`src/rtl/tagged_store_unit.sv`:
```
module tagged_store_unit #(
  parameter int ADDR_W = 16
) (
  input  logic              clk,
  input  logic              rst_n,
  input  logic              cmd_valid,
  input  logic [2:0]        cmd_op,
  input  logic [1:0]        base_idx,
  input  logic [15:0]       base_val,
  input  logic [15:0]       src_val,
  input  logic [15:0]       offset,
  input  logic [1:0]        label,
  input  logic [10:0]       pc,
  output logic              wr_en,
  output logic [ADDR_W-1:0] wr_addr,
  output logic [31:0]       wr_data,
  output logic [3:0]        wr_be
);
  localparam logic [2:0] OP_TAG  = 3'd1;
  localparam logic [2:0] OP_LO   = 3'd2;
  localparam logic [2:0] OP_HI   = 3'd3;
  localparam logic [2:0] OP_SETO = 3'd4;
  localparam logic [2:0] OP_AH   = 3'd5;
  localparam logic [2:0] OP_AT   = 3'd6;
  localparam logic [3:0] BE_LO   = 4'b0011;
  localparam logic [3:0] BE_HI   = 4'b1100;
  localparam logic [3:0] BE_ALL  = 4'b1111;

  logic [15:0] auto_ofs;
  logic        hi_sel;

  logic        is_auto;
  logic [15:0] eff_ofs;
  logic [15:0] addr_sum;

  assign is_auto  = (cmd_op == OP_AH) || (cmd_op == OP_AT);
  assign eff_ofs  = is_auto ? auto_ofs : offset;
  assign addr_sum = base_val + (eff_ofs >> 2);

  logic        n_en;
  logic [31:0] n_data;
  logic [3:0]  n_be;

  always_comb begin
    n_en   = 1'b0;
    n_be   = 4'b0000;
    n_data = {src_val, src_val};
    if (cmd_valid) begin
      case (cmd_op)
        OP_TAG: begin
          n_en   = 1'b1;
          n_be   = BE_ALL;
          n_data = {pc, 3'b000, base_idx, src_val};
        end
        OP_LO: begin
          n_en = 1'b1;
          n_be = BE_LO;
        end
        OP_HI: begin
          n_en = 1'b1;
          n_be = BE_HI;
        end
        OP_AH: begin
          n_en = 1'b1;
          n_be = hi_sel ? BE_HI : BE_LO;
        end
        OP_AT: begin
          n_en   = 1'b1;
          n_be   = BE_ALL;
          n_data = {pc, 3'b000, label, src_val};
        end
        default: n_en = 1'b0;
      endcase
    end
  end

  always_ff @(posedge clk) begin
    if (!rst_n) begin
      auto_ofs <= '0;
      hi_sel   <= 1'b0;
      wr_en    <= 1'b0;
      wr_addr  <= '0;
      wr_data  <= '0;
      wr_be    <= '0;
    end else begin
      wr_en <= n_en;
      wr_be <= n_be;
      if (n_en) begin
        wr_addr <= addr_sum[ADDR_W-1:0];
        wr_data <= n_data;
      end
      if (cmd_valid) begin
        case (cmd_op)
          OP_SETO: begin
            auto_ofs <= offset;
            hi_sel   <= 1'b0;
          end
          OP_AH: begin
            hi_sel <= ~hi_sel;
            if (hi_sel) auto_ofs <= auto_ofs + 16'd4;
          end
          OP_AT: auto_ofs <= auto_ofs + 16'd4;
          default: ;
        endcase
      end
    end
  end
endmodule


```
`config.mk`:
```
export PLATFORM = sky130hd
export DESIGN_NAME = tagged_store_unit
export DESIGN_NICKNAME = d
export VERILOG_FILES = /design/src/rtl/tagged_store_unit.sv
export SDC_FILE = /design/constraint.sdc
export NUM_CORES = 1
export LEC_CHECK = 0
export CORE_ASPECT_RATIO = 0.9
export CORE_MARGIN = 2
export CORE_UTILIZATION = 50
export DETAILED_ROUTE_END_ITERATION = 16
export GPL_ROUTABILITY_DRIVEN = 0
export HOLD_SLACK_MARGIN = 0.1
export PLACE_DENSITY = 0.84
export SLEW_MARGIN = 30
export SYNTH_ARGS = -nofsm -noshare
export SYNTH_HDL_FRONTEND = slang
export SYNTH_SLANG_ARGS = --single-unit
```
`constraint.sdc`:
```
create_clock -name clk -period 8.66 [get_ports clk]
set_input_delay 0.866 -clock clk [delete_from_list [all_inputs] [get_ports clk]]
set_output_delay 0.866 -clock clk [all_outputs]
set_load 0.02 [all_outputs]
```
======== Word-level counts from Yosys, hierarchy flattened ========
Index checks and enable logic that the tools add are counted.
word-level totals
  ROM bits ................................ 0
  register bits ........................... 70
  logic and storage cells ................. 34
  bits in writable memories ............... 0
  memories kept ........................... 0
  latch bits .............................. 0
cells by class
  muxes and demuxes ....................... 10
  div/mod/pow operators ................... 0
  multiply operators ...................... 0
  shifts and indexed selects .............. 0
  reductions and logical operators ........ 8
  $lt $le $gt $ge ......................... 0
  add/sub/neg operators ................... 2
  eq/ne operators ......................... 7
  bitwise gates (word level) .............. 1
operators by type and width
  kind                                                 count
  one-hot mux 32 bit (2 select lines)                  1
  one-hot mux 16 bit (3 select lines)                  1
  2-to-1 mux 16 bit                                    2
  2-to-1 mux 32 bit                                    1
  adder 16 x 14 -> 16 bit                              1
  adder 16 x 3 -> 16 bit, second input constant        1
  one-hot mux 4 bit (4 select lines)                   1
  equality test 3 bit, second input constant           3
  equality test 3 x 2 -> 1 bit, second input constant  2
  OR reduction 5 bit                                   1
  2-to-1 mux 4 bit                                     1
  AND reduction 2 bit                                  2
  equality test 3 x 1 -> 1 bit, second input constant  1
  AND reduction 3 bit                                  1
  nonzero test 3 bit                                   1
  2-to-1 mux 1 bit                                     2
  != test 2 bit, second input constant                 1
  one-hot mux 1 bit (2 select lines)                   1
  nonzero test 2 bit                                   1
  OR reduction 2 bit                                   1
  logical OR 1 bit                                     1
  inverter 1 bit                                       1

======== Logic depth before layout (Yosys ltp) ========
Gate-level depths: netlist (run 1).
  word-level depth ........................ 4
  gate-level depth with buffers ........... 14
  gate-level depth less buffers ........... 12

======== Least setup slack after synthesis (run 1) ========
OpenSTA, ideal clock, no wires.
  path kind ............................... input to register
  from .................................... input port cmd_op[1]
  to ...................................... register wr_addr[12]
  path slack .............................. 5116 ps
  path buffers ............................ 2
  data required time ...................... 8536 ps
  stages .................................. 14
  arrival time ............................ 3420 ps
  library setup time ...................... 124 ps
  path through ............................ and2b_1 o21a_1 buf_2 buf_1 nand2_1 nand2_1 ha_1 fa_1 a211o_1 a2111oi_2 o31a_1 nand2b_4 a2111o_1 nand3_1
on the way
  word-level cells in the longest chain between the ends .. 4
RTL lines
  item                                                         line    RTL
  start: declaration                                           7       input logic [2:0] cmd_op,
  equality test 3 bit (tied with other cells)                  36, 49
  logical OR 1 bit or OR reduction 5 bit (tied branches)       -
  2-to-1 mux 16 bit or 2-to-1 mux 1 bit (tied branches)        37, 49
  adder 16 x 14 -> 16 bit or 2-to-1 mux 1 bit (tied branches)  38, 48
  end signal: assignment                                       89      wr_addr <= addr_sum[ADDR_W-1:0];
  end: declaration                                             15      output logic [ADDR_W-1:0] wr_addr,
Parallel ways exist; a longest one is shown, timed or not.
A chain may end at the register's enable or synchronous reset.

======== Worst setup path after layout (run 1) ========
  from .................................... input port cmd_op[0]
  to ...................................... register wr_addr[12]
Same word-level chain as after synthesis.

==> impl_results.md, run 1 <==
- Clock Path Buffers: 2
- Number of standard cells after synthesis: 473
- Netlist Area Pre-Place: 3750 sq um
- Area share of the largest cell type after synthesis: 0.353
- Post-CTS setup buffers: 0
- Die boundary width: 95.2 um
- Reg2Reg Capture Point: wr_addr[12]
- Via density: 5.75
- Outcome: complete, no violations
- Arrival time of data at the critical path endpoint: 4.29 ns
- Leak: 1.93 nW
- Total via count after detailed routing: 3887
- Net total in the final layout: 664
- Most common library cells after synthesis: 121 x nand2_1, 66 x dfxtp_1, 49 x a21oi_1
- Routed len/inst: 15.4 um
- Worst setup path class: input port to flip-flop
- Number of design-rule violations left by the first detailed-router iteration: 193
- Overall power after layout: 0.000817 W
- Cell type with the largest total area after synthesis: dfxtp_1
- CORE AREA: 7150 sq um
- Via count of the first global-routing pass: 3521
- Final Hold Vio Count: 0
- Fin crit share: 0.468
- Clock input transition at the sequential cells of the worst setup and hold paths: 0.08 ns
- Fraction of registers with async set/reset: 0
- Total clock buffers created by CTS: 9
- Final HPWL from detailed placement: 7.55 mm
- Overall Global Routing Usage: 0.252
- Fin Clk Skew: 0.00843 ns
- Number of endpoints failing setup at the final stage: 0
- Category of the worst setup path launch point: input port
- Dominant register cell in the synthesized netlist: dfxtp_1
- I/O pin cnt: 122
- CTS hold repair buffers: 0
- Slew headroom: 0.418
- Fill cell instance count of the final layout: 553
- Number of nets with antenna violations after routing: 0
- Pins over their slew limit: 0
- First-pass GRT wire length: 16.4 mm
- FF-to-FF path depth: 10
- Largest net degree at the start of global routing: 49
- Sequential fraction of the synthesis area: 0.353
- Critical path launch point: cmd_op[0]
- Path class of the lowest-slack min-delay path: flip-flop to flip-flop
- Cell with the most instances after synthesis: nand2_1
- Flops & latches, synth: 66
- Gates resized, CTS repair: 0
- Initial Util: 0.524
- Crit path capture: wr_addr[12]
- Buffer type at the clock tree root: clkbuf_8
- Clk sink count: 66
- Number of maximum-capacitance violations: 0
- Area taken by multi-input logic gates: 2230 sq um
- Setup crit end kind: flip-flop
- Antenna violations before repair: 0
- Count of different cell masters after synthesis: 62
- Launch instance of the worst register-to-register path: auto_ofs[2]
- Number of core rows: 29
- Share of cells above drive strength 1: 0.0909
- Required time of the worst setup path: 8.90 ns
- Synth Warn #: 0
- Highest fanout seen on the critical path: 30
- Avg Synthesized Cell Area: 7.92 sq um
- Post-synthesis net count: 559
- Maximum vdd ir drop: 0.0000926 V
- Leading post-synthesis cells by cell area: dfxtp_1 35%, nand2_1 12%, a21oi_1 6.5%
- Power density relative to cell area: 159 nW/um^2
- Number of placed instances with taps included: 659
- Signed area change from the synthesized netlist to the final layout: 37.0%
- Clock tree from TritonCTS: built
- Floorplan die height: 86.1 um
- EDFF count, synth: 0
- Max Clock Freq: 0.247 GHz
- Clock latency of the later-clocked register in the worst-skew pair: 0.35 ns
- Unrepaired setup endpoints after global routing: no
- Measured slew at the worst slew-check pin: 0.873 ns
- Post-route insts no fill: 676
- Detailed Route WL: 10.4 mm
- Post-layout min period: 4.05 ns
- Overflow left after global routing: 0
- Port Buffers: 119
- H-tree levels: 3
- Drc violations: 0
- Die area: 8200 sq um
- R2r setup slk: 6.07 ns
- Setup_tns: 0 ns
- Footprint of the flip-flops and latches: 1320 sq um
- Antenna diode count: 0
- Number of iterations in the first detailed-routing pass: 5
-- metrics by stage --
stage / cell area, sq um / setup WS (ns) / hold WS, ns / util
2_1_floorplan: 3750 / 5.12 / 0.463 / -
4_1_cts: 5120 / 4.47 / 0.455 / 0.716
3_3_place_gp: 4920 / 4.16 / 0.438 / 0.688
3_5_place_dp: 4920 / 4.11 / 0.444 / 0.688
5_1_grt: 5130 / 4.44 / 0.476 / 0.718
6_report: 5130 / 4.61 / 0.453 / 0.718
-- critical path: stages --
cell             delay [ns]
clkdlybuf4s50_1        0.55
and2b_1                0.27
o21a_2                 0.40
nand2_1                0.14
nand2_1                0.07
ha_1                   0.21
fa_1                   0.43
a211o_1                0.34
a2111oi_2              0.40
o31a_1                 0.25
nand2b_4               0.16
a2111o_1               0.13
nand3_1                0.06
-- area by class of cell --
class | instances | area share
Clock buffer | 9 | 0.0241
Clock inverter | 7 | 0.0146
Inverter | 9 | 0.00658
Multi-Input combinational cell | 369 | 0.435
Sequential cell | 66 | 0.257
Tap cell | 93 | 0.0227
Timing Repair Buffer | 123 | 0.239
-- state kept, by name (all words and copies together) (netlist names) --
name / count
wr_addr: 16
wr_be: 2
auto_ofs: 14
wr_en: 1
wr_data: 32
hi_sel: 1
-- how the worst min path moves through the flow --
stage,startpoint,endpoint,slack [ns],depth (start not counted)
2_1_floorplan,auto_ofs[15],auto_ofs[15],0.46,2
3_3_place_gp,wr_data[19],wr_data[19],0.44,2
3_5_place_dp,wr_addr[14],wr_addr[14],0.44,2
4_1_cts,wr_addr[14],wr_addr[14],0.45,2
5_1_grt,wr_data[5],wr_data[5],0.48,2
6_report,wr_addr[14],wr_addr[14],0.45,2
-- power by group --
| group | switching [W] | total (W) | internal (W) |
|---|---|---|---|
| registers | 0.0000115 | 0.000334 | 0.000322 |
| logic | 0.000117 | 0.000218 | 0.000101 |
| clock network | 0.000131 | 0.000266 | 0.000135 |
| total | 0.000259 | 0.000817 | 0.000558 |
-- cells by family after synthesis --
logic type / synth area share
AO/OA/AOI/OAI: 0.284
XOR/XNOR: 0.0164
adder cells (fa/ha/maj): 0.0588
buffers and inverters: 0.0514
flip-flops: 0.353
multiplexers: 0.00267
AND/OR/NAND/NOR: 0.234
-- layer usage --
metal | track usage | vias up | wire length (um)
met5 | 0 | - | 0
met4 | 0.0804 | 0 | 225
met3 | 0.0598 | 20 | 714
met2 | 0.411 | 151 | 5060
met1 | 0.330 | 1824 | 4420
li1 | - | 1892 | -
-- layout by cell type (no fill, tap or decap), types with 4 or more instances in the layout --
cell,n
inv_1,7
nand2_1,121
o22ai_1,4
o21a_1,4
ha_1,16
nand2b_1,6
a21o_1,8
clkbuf_8,9
clkdlybuf4s50_1,119
xor2_1,4
a22oi_1,5
nand4_1,6
o221ai_2,10
nand3_1,12
a21oi_1,49
a211oi_1,8
a21oi_2,13
nor2_1,25
o21ai_1,11
dfxtp_1,66
o21ai_0,13
Note: power is estimated with default switching activity, not from simulation.
==> inputs of run 2 (changes only) <==
--- a/config.mk
+++ b/config.mk
@@ -7,11 +7,11 @@
 export LEC_CHECK = 0
 export CORE_ASPECT_RATIO = 0.9
 export CORE_MARGIN = 2
-export CORE_UTILIZATION = 50
+export CORE_UTILIZATION = 47
 export DETAILED_ROUTE_END_ITERATION = 16
 export GPL_ROUTABILITY_DRIVEN = 0
 export HOLD_SLACK_MARGIN = 0.1
-export PLACE_DENSITY = 0.84
+export PLACE_DENSITY = 0.79
 export SLEW_MARGIN = 30
 export SYNTH_ARGS = -nofsm -noshare
 export SYNTH_HDL_FRONTEND = slang
==> constraint.sdc (replaced) <==
create_clock -name clk -period 4.03 [get_ports clk]
set_input_delay 0.403 -clock clk [delete_from_list [all_inputs] [get_ports clk]]
set_output_delay 0.403 -clock clk [all_outputs]
set_load 0.02 [all_outputs]
==> impl_results.md, run 2 (same netlist as run 1, synthesis figures left out) <==
- Setup crit end kind: flip-flop (unchanged)
- Fin crit share: 0.880
- Category of the worst setup path launch point: input port (unchanged)
- Power density relative to cell area: 352 nW/um^2 (was 159 nW/um^2)
- I/O pin cnt: 122 (unchanged)
- First-pass GRT wire length: 16.2 mm (was 16.4 mm)
- Cell Chain, Critical Path: clkdlybuf4s50_1, and2b_1, o21ai_2, buf_4, nand2_1, nand2_1, ha_1, a21o_1, a21oi_1, o21ai_0, o21a_1, or3_1, a32o_1 (was clkdlybuf4s50_1, and2b_1, o21a_2, nand2_1, nand2_1, ha_1, fa_1, a211o_1, a2111oi_2, o31a_1, nand2b_4, a2111o_1, nand3_1)
- Pins over their slew limit: 0 (unchanged)
- Sw Pwr: 0.000560 W (was 0.000259 W)
- Worst setup path class: input port to flip-flop (unchanged)
- Antenna violations before repair: 0 (unchanged)
- Overflow left after global routing: 0 (unchanged)
- Sw frac: 0.307 (was 0.317)
- Share of power burned in registers: 0.392 (was 0.408)
- Floorplan die height: 88.7 um (was 86.1 um)
- Die boundary width: 98.1 um (was 95.2 um)
- Clock tree from TritonCTS: built (unchanged)
- Required time of the worst setup path: 4.26 ns (was 8.90 ns)
- Slowest cell delay on critical path: 0.57 ns (was 0.55 ns)
- Gates resized, CTS repair: 0 (unchanged)
- Setup_tns: 0 ns (unchanged)
- Placed cell area: 4960 sq um (was 4920 sq um)
- Number of iterations in the first detailed-routing pass: 5 (unchanged)
- Clock Path Buffers: 2 (unchanged)
- CORE AREA: 7620 sq um (was 7150 sq um)
- Final HPWL from detailed placement: 7.78 mm (was 7.55 mm)
- Post-route design area: 5190 sq um (was 5130 sq um)
- Routed len/inst: 15.2 um (was 15.4 um)
- Outcome: complete, no violations (unchanged)
- Highest fanout seen on the critical path: 14 (was 30)
- Top reg by flops: wr_data (unchanged)
- Post-layout min period: 3.55 ns
- Fin Clk Skew: 0.00841 ns (was 0.00843 ns)
- Detailed Route WL: 10.4 mm (about the same)
- Post-layout utilization of the core: 0.681 (was 0.718)
- Clock latency of the later-clocked register in the worst-skew pair: 0.35 ns (about the same)
- Max FFs per register: 32 (unchanged)
- Antenna diode count: 0 (unchanged)
- Unrepaired setup endpoints after global routing: no (unchanged)
- Net total in the final layout: 668 (was 664)
- Drc violations: 0 (unchanged)
- Number of endpoints failing setup at the final stage: 0 (unchanged)
- Path class of the lowest-slack min-delay path: flip-flop to flip-flop (unchanged)
- Number of design-rule violations left by the first detailed-router iteration: 211 (was 193)
- Buffer type at the clock tree root: clkbuf_8 (unchanged)
- Commonest non-fill, non-tap cells in the layout: 121 x nand2_1, 119 x clkdlybuf4s50_1, 66 x dfxtp_1, 49 x a21oi_1, 25 x nor2_1 (unchanged)
- Overall Global Routing Usage: 0.230 (was 0.252)
- Combinational fraction of design power: 0.258 (was 0.267)
- Post-CTS setup buffers: 0 (unchanged)
- Signed area change from the synthesized netlist to the final layout: 38.5% (was 37.0%)
- Clock input transition at the sequential cells of the worst setup and hold paths: 0.08 ns (about the same)
- Arrival time of data at the critical path endpoint: 3.78 ns (was 4.29 ns)
- Most frequent standard cell in the layout excluding fill and tap cells: nand2_1 (unchanged)
- Number of nets with antenna violations after routing: 0 (unchanged)
- Share of cells above drive strength 1: 0.0971 (was 0.0909)
- Maximum vdd ir drop: 0.000203 V (was 0.0000926 V)
- Power share of the clock group: 0.350 (was 0.325)
- H-tree levels: 3 (unchanged)
- Die area: 8700 sq um (was 8200 sq um)
- Via count of the first global-routing pass: 3366 (was 3521)
- Max Clock Freq: 0.282 GHz
- Port Buffers: 119 (unchanged)
- Measured slew at the worst slew-check pin: 0.858 ns (was 0.873 ns)
- Number of core rows: 30 (was 29)
- Standard cell with the maximum stage delay on the critical path: clkdlybuf4s50_1 (unchanged)
- Final Hold Vio Count: 0 (unchanged)
- Most common cell type on the critical path: nand2_1 (unchanged)
- Total via count after detailed routing: 3810 (was 3887)
- Clk sink count: 66 (unchanged)
- Number of maximum-capacitance violations: 0 (unchanged)
- Slew headroom: 0.428 (was 0.418)
- Total clock buffers created by CTS: 9 (unchanged)
- Worst slack on hold paths: 0.454 ns (was 0.453 ns)
- CTS hold repair buffers: 0 (unchanged)
- Via density: 5.58 (was 5.75)
- Leak: 1.96 nW (was 1.93 nW)
- Initial Util: 0.492 (was 0.524)
- Cell Int Power: 0.00127 W (was 0.000558 W)
- Largest net degree at the start of global routing: 36 (was 49)
- Leading registers by flop count: wr_data (32), wr_addr (16), auto_ofs (14) (unchanged)
run 2: routing by layer:
layer | share of wire | wire (um) | track usage | vias up
li1 | - | - | - | 1906
met1 | 0.44 | 4590 | 0.296 | 1773
met2 | 0.49 | 5080 | 0.398 | 121
met3 | 0.059 | 609 | 0.0529 | 10
met4 | 0.012 | 123 | 0.0556 | 0
met5 | 0 | 0 | 0 | -
run 2: power groups by stage:
stage          combinational, W  sequential [W]  clock, W
5_1_grt                0.000512        0.000720  0.000674
4_1_cts                0.000471        0.000716  0.000646
2_1_floorplan          0.000235        0.000770         0
3_3_place_gp           0.000458        0.000729         0
6_report               0.000472        0.000716  0.000639
3_5_place_dp           0.000468        0.000731         0
run 2: through the flow:
step                      power, W  std cells  worst slack [ns]
after global placement     0.00119        667             0.300
after detailed placement   0.00120        667             0.199
after CTS                  0.00183        683             0.543
after global routing       0.00191        683             0.342
after floorplan            0.00100        473             0.949
final                      0.00183        683             0.482
run 2: final timing paths:
path               start           to  slack, ns  depth (start not counted)
min          wr_data[18]  wr_data[18]       0.45                          2
max reg2reg  auto_ofs[2]  wr_addr[12]       1.48                         10
min reg2reg  wr_data[18]  wr_data[18]       0.45                          2
max            cmd_op[0]  wr_addr[11]       0.48                         13
run 2: area by class of cell:
cell class | count | area, sq um
Clock buffer | 9 | 124
Sequential cell | 66 | 1320
Clock inverter | 7 | 103
Multi-Input combinational cell | 369 | 2240
Fill cell | 649 | 2430
Tap cell | 96 | 120
Timing Repair Buffer | 127 | 1250
Inverter | 9 | 33.8
run 2: worst max-delay path, delay by kind of cell:
kind                       cells  cell delay (ns)
AOI/OAI and AO/OA              6             1.54
buffers and inverters          2             0.82
and+or+nand+nor                4             0.74
adders and majority gates      1             0.29
